## src/rtl/snoop_pkg.sv

```systemverilog
package snoop_pkg;
  typedef enum logic [1:0] {
    LS_INV = 2'd0,
    LS_SHR = 2'd1,
    LS_EXC = 2'd2,
    LS_MOD = 2'd3
  } line_st_e;
endpackage

```

## src/rtl/snoop_itag.sv

```systemverilog
module snoop_itag #(
  parameter int SETS  = 16,
  parameter int IDX_W = 4,
  parameter int TAG_W = 23
) (
  input  logic             clk,
  input  logic             rst_n,
  input  logic [IDX_W-1:0] rd_idx,
  output logic             rd_vld,
  output logic [TAG_W-1:0] rd_tag,
  input  logic             ins_en,
  input  logic [IDX_W-1:0] ins_idx,
  input  logic [TAG_W-1:0] ins_tag,
  input  logic             ins_vld,
  input  logic             clr_en,
  input  logic [IDX_W-1:0] clr_idx
);
  logic [SETS-1:0]  vld_q;
  logic [TAG_W-1:0] tag_q [SETS];

  assign rd_vld = vld_q[rd_idx];
  assign rd_tag = tag_q[rd_idx];

  always_ff @(posedge clk) begin
    if (!rst_n) begin
      vld_q <= '0;
    end else begin
      if (ins_en) vld_q[ins_idx] <= ins_vld;
      if (clr_en) vld_q[clr_idx] <= 1'b0;
    end
  end

  always_ff @(posedge clk) begin
    if (ins_en) tag_q[ins_idx] <= ins_tag;
  end

  // install and snoop clear never share a cycle
  p_ins_clr_excl_r11: assert property (@(posedge clk) disable iff (!rst_n)
    !(ins_en && clr_en));
endmodule

```

## src/rtl/snoop_dtag.sv

```systemverilog
module snoop_dtag
  import snoop_pkg::*;
#(
  parameter int SETS   = 16,
  parameter int IDX_W  = 4,
  parameter int TAG_W  = 23,
  parameter int LINE_W = 64
) (
  input  logic              clk,
  input  logic              rst_n,
  input  logic [IDX_W-1:0]  rd_idx,
  output line_st_e          rd_st,
  output logic [TAG_W-1:0]  rd_tag,
  output logic [LINE_W-1:0] rd_data,
  input  logic              ins_en,
  input  logic [IDX_W-1:0]  ins_idx,
  input  logic [TAG_W-1:0]  ins_tag,
  input  line_st_e          ins_st,
  input  logic [LINE_W-1:0] ins_data,
  input  logic              upd_en,
  input  logic [IDX_W-1:0]  upd_idx,
  input  line_st_e          upd_st
);
  line_st_e          st_q   [SETS];
  logic [TAG_W-1:0]  tag_q  [SETS];
  logic [LINE_W-1:0] data_q [SETS];

  assign rd_st   = st_q[rd_idx];
  assign rd_tag  = tag_q[rd_idx];
  assign rd_data = data_q[rd_idx];

  always_ff @(posedge clk) begin
    if (!rst_n) begin
      for (int i = 0; i < SETS; i++) st_q[i] <= LS_INV;
    end else begin
      if (ins_en) st_q[ins_idx] <= ins_st;
      if (upd_en) st_q[upd_idx] <= upd_st;
    end
  end

  always_ff @(posedge clk) begin
    if (ins_en) begin
      tag_q[ins_idx]  <= ins_tag;
      data_q[ins_idx] <= ins_data;
    end
  end

  // a snoop only ever downgrades a line
  p_upd_downgrade_r4: assert property (@(posedge clk) disable iff (!rst_n)
    upd_en |-> (upd_st == LS_INV || upd_st == LS_SHR));
  p_ins_upd_excl_r11: assert property (@(posedge clk) disable iff (!rst_n)
    !(ins_en && upd_en));
endmodule

```

## src/rtl/inquire_snoop.sv

```systemverilog
module inquire_snoop
  import snoop_pkg::*;
#(
  parameter int ADDR_W = 32,
  parameter int LINE_W = 64,
  parameter int OFF_W  = 5,
  parameter int SETS   = 16
) (
  input  logic              clk,
  input  logic              rst_n,
  input  logic              snp_valid,
  input  logic [ADDR_W-1:0] snp_addr,
  input  logic              snp_inv,
  output logic              snp_busy,
  output logic              snp_hit,
  output logic              snp_hitm,
  output logic [1:0]        snp_dstate,
  output logic              wb_valid,
  input  logic              wb_ready,
  output logic [ADDR_W-1:0] wb_addr,
  output logic [LINE_W-1:0] wb_data,
  input  logic              fill_en,
  input  logic              fill_dcache,
  input  logic [ADDR_W-1:0] fill_addr,
  input  logic [1:0]        fill_state,
  input  logic [LINE_W-1:0] fill_data
);
  localparam int IDX_W = $clog2(SETS);
  localparam int TAG_W = ADDR_W - OFF_W - IDX_W;

  typedef enum logic {S_IDLE, S_WB} fsm_e;

  fsm_e             st_q;
  logic [IDX_W-1:0] q_idx;
  logic [TAG_W-1:0] q_tag;
  logic             q_inv;
  logic             hit_q, hitm_q;
  line_st_e         dst_q;

  logic [IDX_W-1:0] s_idx, f_idx, rd_idx;
  logic [TAG_W-1:0] s_tag, f_tag;
  assign s_idx = snp_addr[OFF_W +: IDX_W];
  assign s_tag = snp_addr[ADDR_W-1 -: TAG_W];
  assign f_idx = fill_addr[OFF_W +: IDX_W];
  assign f_tag = fill_addr[ADDR_W-1 -: TAG_W];

  logic accept, in_wb, wb_fire, ins_ok;
  assign in_wb   = (st_q == S_WB);
  assign accept  = snp_valid && !in_wb;
  assign wb_fire = in_wb && wb_ready;
  assign ins_ok  = fill_en && !in_wb && !snp_valid;
  assign rd_idx  = in_wb ? q_idx : s_idx;

  logic              i_vld;
  logic [TAG_W-1:0]  i_tag, d_tag;
  line_st_e          d_st;
  logic [LINE_W-1:0] d_data;

  logic i_hit, d_hit, d_dirty;
  assign i_hit   = i_vld && (i_tag == s_tag);
  assign d_hit   = (d_st != LS_INV) && (d_tag == s_tag);
  assign d_dirty = d_hit && (d_st == LS_MOD);

  logic     d_upd_en;
  line_st_e d_upd_st;
  assign d_upd_en = (accept && d_hit && !d_dirty) || wb_fire;
  assign d_upd_st = (in_wb ? q_inv : snp_inv) ? LS_INV : LS_SHR;

  snoop_itag #(.SETS(SETS), .IDX_W(IDX_W), .TAG_W(TAG_W)) u_itag (
    .clk     (clk),
    .rst_n   (rst_n),
    .rd_idx  (rd_idx),
    .rd_vld  (i_vld),
    .rd_tag  (i_tag),
    .ins_en  (ins_ok && !fill_dcache),
    .ins_idx (f_idx),
    .ins_tag (f_tag),
    .ins_vld (fill_state != 2'd0),
    .clr_en  (accept && i_hit && snp_inv),
    .clr_idx (s_idx)
  );

  snoop_dtag #(.SETS(SETS), .IDX_W(IDX_W), .TAG_W(TAG_W), .LINE_W(LINE_W)) u_dtag (
    .clk      (clk),
    .rst_n    (rst_n),
    .rd_idx   (rd_idx),
    .rd_st    (d_st),
    .rd_tag   (d_tag),
    .rd_data  (d_data),
    .ins_en   (ins_ok && fill_dcache),
    .ins_idx  (f_idx),
    .ins_tag  (f_tag),
    .ins_st   (line_st_e'(fill_state)),
    .ins_data (fill_data),
    .upd_en   (d_upd_en),
    .upd_idx  (in_wb ? q_idx : s_idx),
    .upd_st   (d_upd_st)
  );

  always_ff @(posedge clk) begin
    if (!rst_n) begin
      st_q   <= S_IDLE;
      hit_q  <= 1'b0;
      hitm_q <= 1'b0;
      dst_q  <= LS_INV;
      q_idx  <= '0;
      q_tag  <= '0;
      q_inv  <= 1'b0;
    end else if (accept) begin
      hit_q  <= i_hit || d_hit;
      hitm_q <= d_dirty;
      dst_q  <= d_hit ? d_st : LS_INV;
      q_idx  <= s_idx;
      q_tag  <= s_tag;
      q_inv  <= snp_inv;
      if (d_dirty) st_q <= S_WB;
    end else if (wb_fire) begin
      st_q <= S_IDLE;
    end
  end

  assign snp_busy   = in_wb;
  assign snp_hit    = hit_q;
  assign snp_hitm   = hitm_q;
  assign snp_dstate = dst_q;
  assign wb_valid   = in_wb;
  assign wb_addr    = {q_tag, q_idx, {OFF_W{1'b0}}};
  assign wb_data    = d_data;

  p_wb_stable_r9: assert property (@(posedge clk) disable iff (!rst_n)
    (wb_valid && !wb_ready) |=> (wb_valid && $stable(wb_addr) && $stable(wb_data)));
  p_wb_done_r9: assert property (@(posedge clk) disable iff (!rst_n)
    (wb_valid && wb_ready) |=> !snp_busy);
  p_busy_dirty_r5: assert property (@(posedge clk) disable iff (!rst_n)
    $rose(snp_busy) |-> (snp_hitm && snp_hit));
  p_busy_hold_r8: assert property (@(posedge clk) disable iff (!rst_n)
    snp_busy |=> ($stable(snp_hit) && $stable(snp_hitm) && $stable(snp_dstate)));
  p_miss_quiet_r10: assert property (@(posedge clk) disable iff (!rst_n)
    (accept && !i_hit && !d_hit) |=> (!snp_hit && !snp_hitm && !snp_busy));
endmodule

```

## config.mk

```make
export PLATFORM = sky130hd
export DESIGN_NAME = inquire_snoop
export DESIGN_NICKNAME = d
export VERILOG_FILES = /design/src/rtl/snoop_pkg.sv /design/src/rtl/snoop_itag.sv /design/src/rtl/snoop_dtag.sv /design/src/rtl/inquire_snoop.sv
export SDC_FILE = /design/constraint.sdc
export NUM_CORES = 2
export LEC_CHECK = 0
export BUFFER_PORTS_ARGS = -buffer_cell sky130_fd_sc_hd__buf_2
export CORE_MARGIN = 4
export CORE_UTILIZATION = 45
export CTS_CLUSTER_DIAMETER = 50
export DETAILED_ROUTE_END_ITERATION = 16
export GPL_ROUTABILITY_DRIVEN = 0
export HOLD_SLACK_MARGIN = 0.12
export SYNTH_ARGS = -nofsm -noshare
export SYNTH_HDL_FRONTEND = slang
export SYNTH_HIERARCHICAL = 1
export SYNTH_SLANG_ARGS = --single-unit
export TNS_END_PERCENT = 100
```

## constraint.sdc

```tcl
create_clock -name clk -period 11.6 [get_ports clk]
set_input_delay 0 -clock clk [delete_from_list [all_inputs] [get_ports clk]]
set_output_delay 0 -clock clk [all_outputs]
set_load 0.05 [all_outputs]
```

==> run metrics <==
CTS H-tree depth 4; Clock Root Buffer sky130_fd_sc_hd__clkbuf_16; cell count after synthesis ~3.3k; cell type with the largest total area after synthesis sky130_fd_sc_hd__edfxtp_1; post-synthesis async set-or-reset flop share 0%; DRT Pass-1 Iters 7; highest-delay cell along the critical path sky130_fd_sc_hd__mux2_8; proportion of synthesized area in mux cells 14.5%; start point of the worst hold path fill_data[54]; family with the most delay on the worst path buffers and inverters; layout cell share with drive strength beyond 1 a little over a quarter; unrepaired setup endpoints after global routing no; initial antenna violation count 12; crit end category register; share of the clock period used by the worst path between 60% and 70%; part of the Yosys area used for sequential elements approximately 77%; synthesized area 70700 um2; final worst slack 3.62 ns; worst-skew pair later-pin latency about 0.80 ns; crit path from snp_busy; Synth Area in Simple Gates ~2.4%; maximum fanout count along the critical path between 80 and 90; dpl hpwl 86.2 mm; register bit total from synthesis 1841; Max Fclk 125 MHz; type of the setup path with the least slack register to register; most common library cell in the layout ignoring fill and taps sky130_fd_sc_hd__edfxtp_1; count of input and output buffers 223; top cells by area, synth sky130_fd_sc_hd__edfxtp_1 76%, sky130_fd_sc_hd__mux4_2 14%, sky130_fd_sc_hd__a22oi_1 2.4%, sky130_fd_sc_hd__dfxtp_1 1.4%, sky130_fd_sc_hd__nand2_1 0.94%; FF-to-FF setup slack roughly 3.6 ns; worst hold-check path type input pin to register; hold slack final 0.199 ns; Clock Pin Slew Worst Setup and Hold Paths around 0.06 ns; count of flip-flops with a built-in enable after synthesis around 1.8k; average via count per standard cell ~5.9; CTS Sinks approximately 1.8k; leakage dissipation between 20 and 30 nW; number of failing setup endpoints in the final timing report 0; share of the synthesized netlist area taken by xor and xnor gates less than 1%; result of the run finished clean; number of pins with negative max-slew slack in the final report 0; # resized after CTS 0; post-synthesis share of cell area spent on full adders, half adders and majority gates 0%; first-pass GRT wire length 252 mm; Placement Rows ~150; CTS tree yes; Critical Path Max Stage Delay 0.88 ns; IO Count 239; detailed-route DRC error count 0; Post-Route Setup TNS 0 ns; Clock Tree Buf Depth 3; die height around 400 um; leading cell types in the layout, fill and taps excluded 1792 x sky130_fd_sc_hd__edfxtp_1, 452 x sky130_fd_sc_hd__mux4_2, 265 x sky130_fd_sc_hd__dlygate4sd3_1; final layout net count between 3k and 4k; final wirelength 173 mm; fraction of the core area covered by cells at the end of the flow approximately 53%; worst path arrival time approximately 8.5 ns; startpoint class of the critical path register; Floorplan Core Area about 160000 um2; cell-by-cell trace of the critical path mux2_8 -> buf_12 -> buf_4 -> mux4_2 -> a22oi_1 -> nand2_1 -> xnor2_1 -> nand4_1 -> nor4_2 -> a32o_1 -> nand4_1 -> o2111a_1 -> dlygate4sd3_1 -> a32o_1 -> dlygate4sd3_1; total via count after detailed routing between 30k and 40k; horizontal die dimension slightly above 400 um; Relative slew margins 19.9%; Yosys warning count 6; count of maximum capacitance violations 0; maximum number of pins on one net before global-route repair around 140; Place WS around 4.6 ns; share of Yosys cell area claimed by the top area cell type between 70% and 80%; drt initial violations 3164; dominant combinational cell family by area after synthesis multiplexers; CTS buffer count between 150 and 200; Final Hold Viols 0; total track usage between 20% and 30%; Initial Utilization between 40% and 50%; Max IR drop VDD about 0.14 mV; Pwr per Cell Area around 170 nW/um2; Synth Area per Inst ~22 um2; die outline area ~160000 um2; CP Buf/Inv Count 4; number of global-route vias before repair about 36k; commonest register cell after synthesis sky130_fd_sc_hd__edfxtp_1; area growth from synthesis to layout 17.1%; remaining antenna violation count after routing 0; clk_skew between 0.02 and 0.03 ns; post-DR wirelength/cell around 29 um; aggregate global routing overflow 0; reg-to-reg startpoint snp_busy; time the worst path needs with I/O delays and setup between 7 and 8 ns; transition time at the pin with the least slew margin between 1 and 1.5 ns; compound-cell area share of the yosys netlist ~3.5%; number of unique standard cell types used by synthesis 52; data required time of the worst path about 12 ns; Total Power Consumption roughly 0.014 W
-- state kept, by name, indices dropped and copies added, names as in the netlist --
name           flops
snp_hitm           1
u_itag/vld_q      16
u_dtag/tag_q     368
u_itag/tag_q     368
q_inv              1
u_dtag/st_q       32
q_tag             23
snp_dstate         2
snp_busy           1
q_idx              4
snp_hit            1
u_dtag/data_q   1024
-- worst register-to-register path: stages, from the launching register on --
cell,delay (ns)
sky130_fd_sc_hd__dfxtp_1,0.77
sky130_fd_sc_hd__mux2_8,0.88
sky130_fd_sc_hd__buf_12,0.74
sky130_fd_sc_hd__buf_4,0.78
sky130_fd_sc_hd__mux4_2,0.60
sky130_fd_sc_hd__a22oi_1,0.26
sky130_fd_sc_hd__nand2_1,0.17
sky130_fd_sc_hd__xnor2_1,0.16
sky130_fd_sc_hd__nand4_1,0.14
sky130_fd_sc_hd__nor4_2,0.53
sky130_fd_sc_hd__a32o_1,0.40
sky130_fd_sc_hd__nand4_1,0.47
sky130_fd_sc_hd__o2111a_1,0.46
sky130_fd_sc_hd__dlygate4sd3_1,0.57
sky130_fd_sc_hd__a32o_1,0.27
sky130_fd_sc_hd__dlygate4sd3_1,0.55
-- metrics by stage --
step	cells	cell area (um2)
2_1_floorplan	3261	70700
3_3_place_gp	5409	74300
3_5_place_dp	5409	74300
4_1_cts	6024	82800
5_1_grt	6029	82800
6_report	6030	82800
-- synthesized netlist by cell type, drive strengths merged (4+ instances only) --
library cell,count
nor2b,9
nand3b,8
inv,4
and3b,6
xnor2,44
nor3,45
nor4,11
a22oi,227
a21oi,44
a32o,5
o2bb2ai,22
o211ai,8
o21ai,21
nand2b,10
nand2,178
mux4,452
o221ai,10
nand3,10
buf,101
nor2,37
dfxtp,49
mux2,8
nand4,12
clkbuf,99
or3b,7
edfxtp,1792
and2,4
-- metal layers --
layer  up-vias  routed length (um)  global-route usage, %
met2      1291               83900                   33.7
met4         8                3680                   5.50
met1     19000               74100                   30.9
li1      14900                   -                      -
met5         -                  48                      0
met3       223               11600                   3.54
-- cell families (layout without fill, tap and decap cells) --
| kind of cell | Yosys count | in the layout |
|---|---|---|
| buffers and inverters | 204 | 909 |
| xor gates and xnor gates | 46 | 46 |
| other | 1 | 18 |
| DFF | 1841 | 1841 |
| muxes | 461 | 461 |
| AOI/OAI and AO/OA | 345 | 345 |
| and+or+nand+nor | 352 | 352 |
-- path summary, 6_finish.rpt --
kind	to	depth (start not counted)
setup reg to reg	u_dtag/st_q[11][1]	15
hold reg to reg	q_inv	2
setup / recovery	u_dtag/st_q[11][1]	15
hold / removal	u_dtag/data_q[6][54]	2
-- cell type report --
cell class	count	area (um2)
Timing Repair Buffer	555	4330
Inverter	4	20.0
Antenna cell	6	15.0
Fill cell	12000	73400
Sequential cell	1841	54800
Clock buffer	248	5070
Multi-Input combinational cell	1216	15200
Tap cell	2058	2570
Clock inverter	102	790
-- where the power goes --
| group | switching (W) | total, W | internal, W |
|---|---|---|---|
| clock network | 0.00248 | 0.00573 | 0.00324 |
| registers | 0.0000142 | 0.00736 | 0.00735 |
| logic | 0.000541 | 0.000851 | 0.000310 |
-- repair_timing --
action,CTS,global route
endpoints found under the hold margin,1871,0
hold buffers,265,0
setup buffers,0,0
Power figures use the tool's default switching activity.
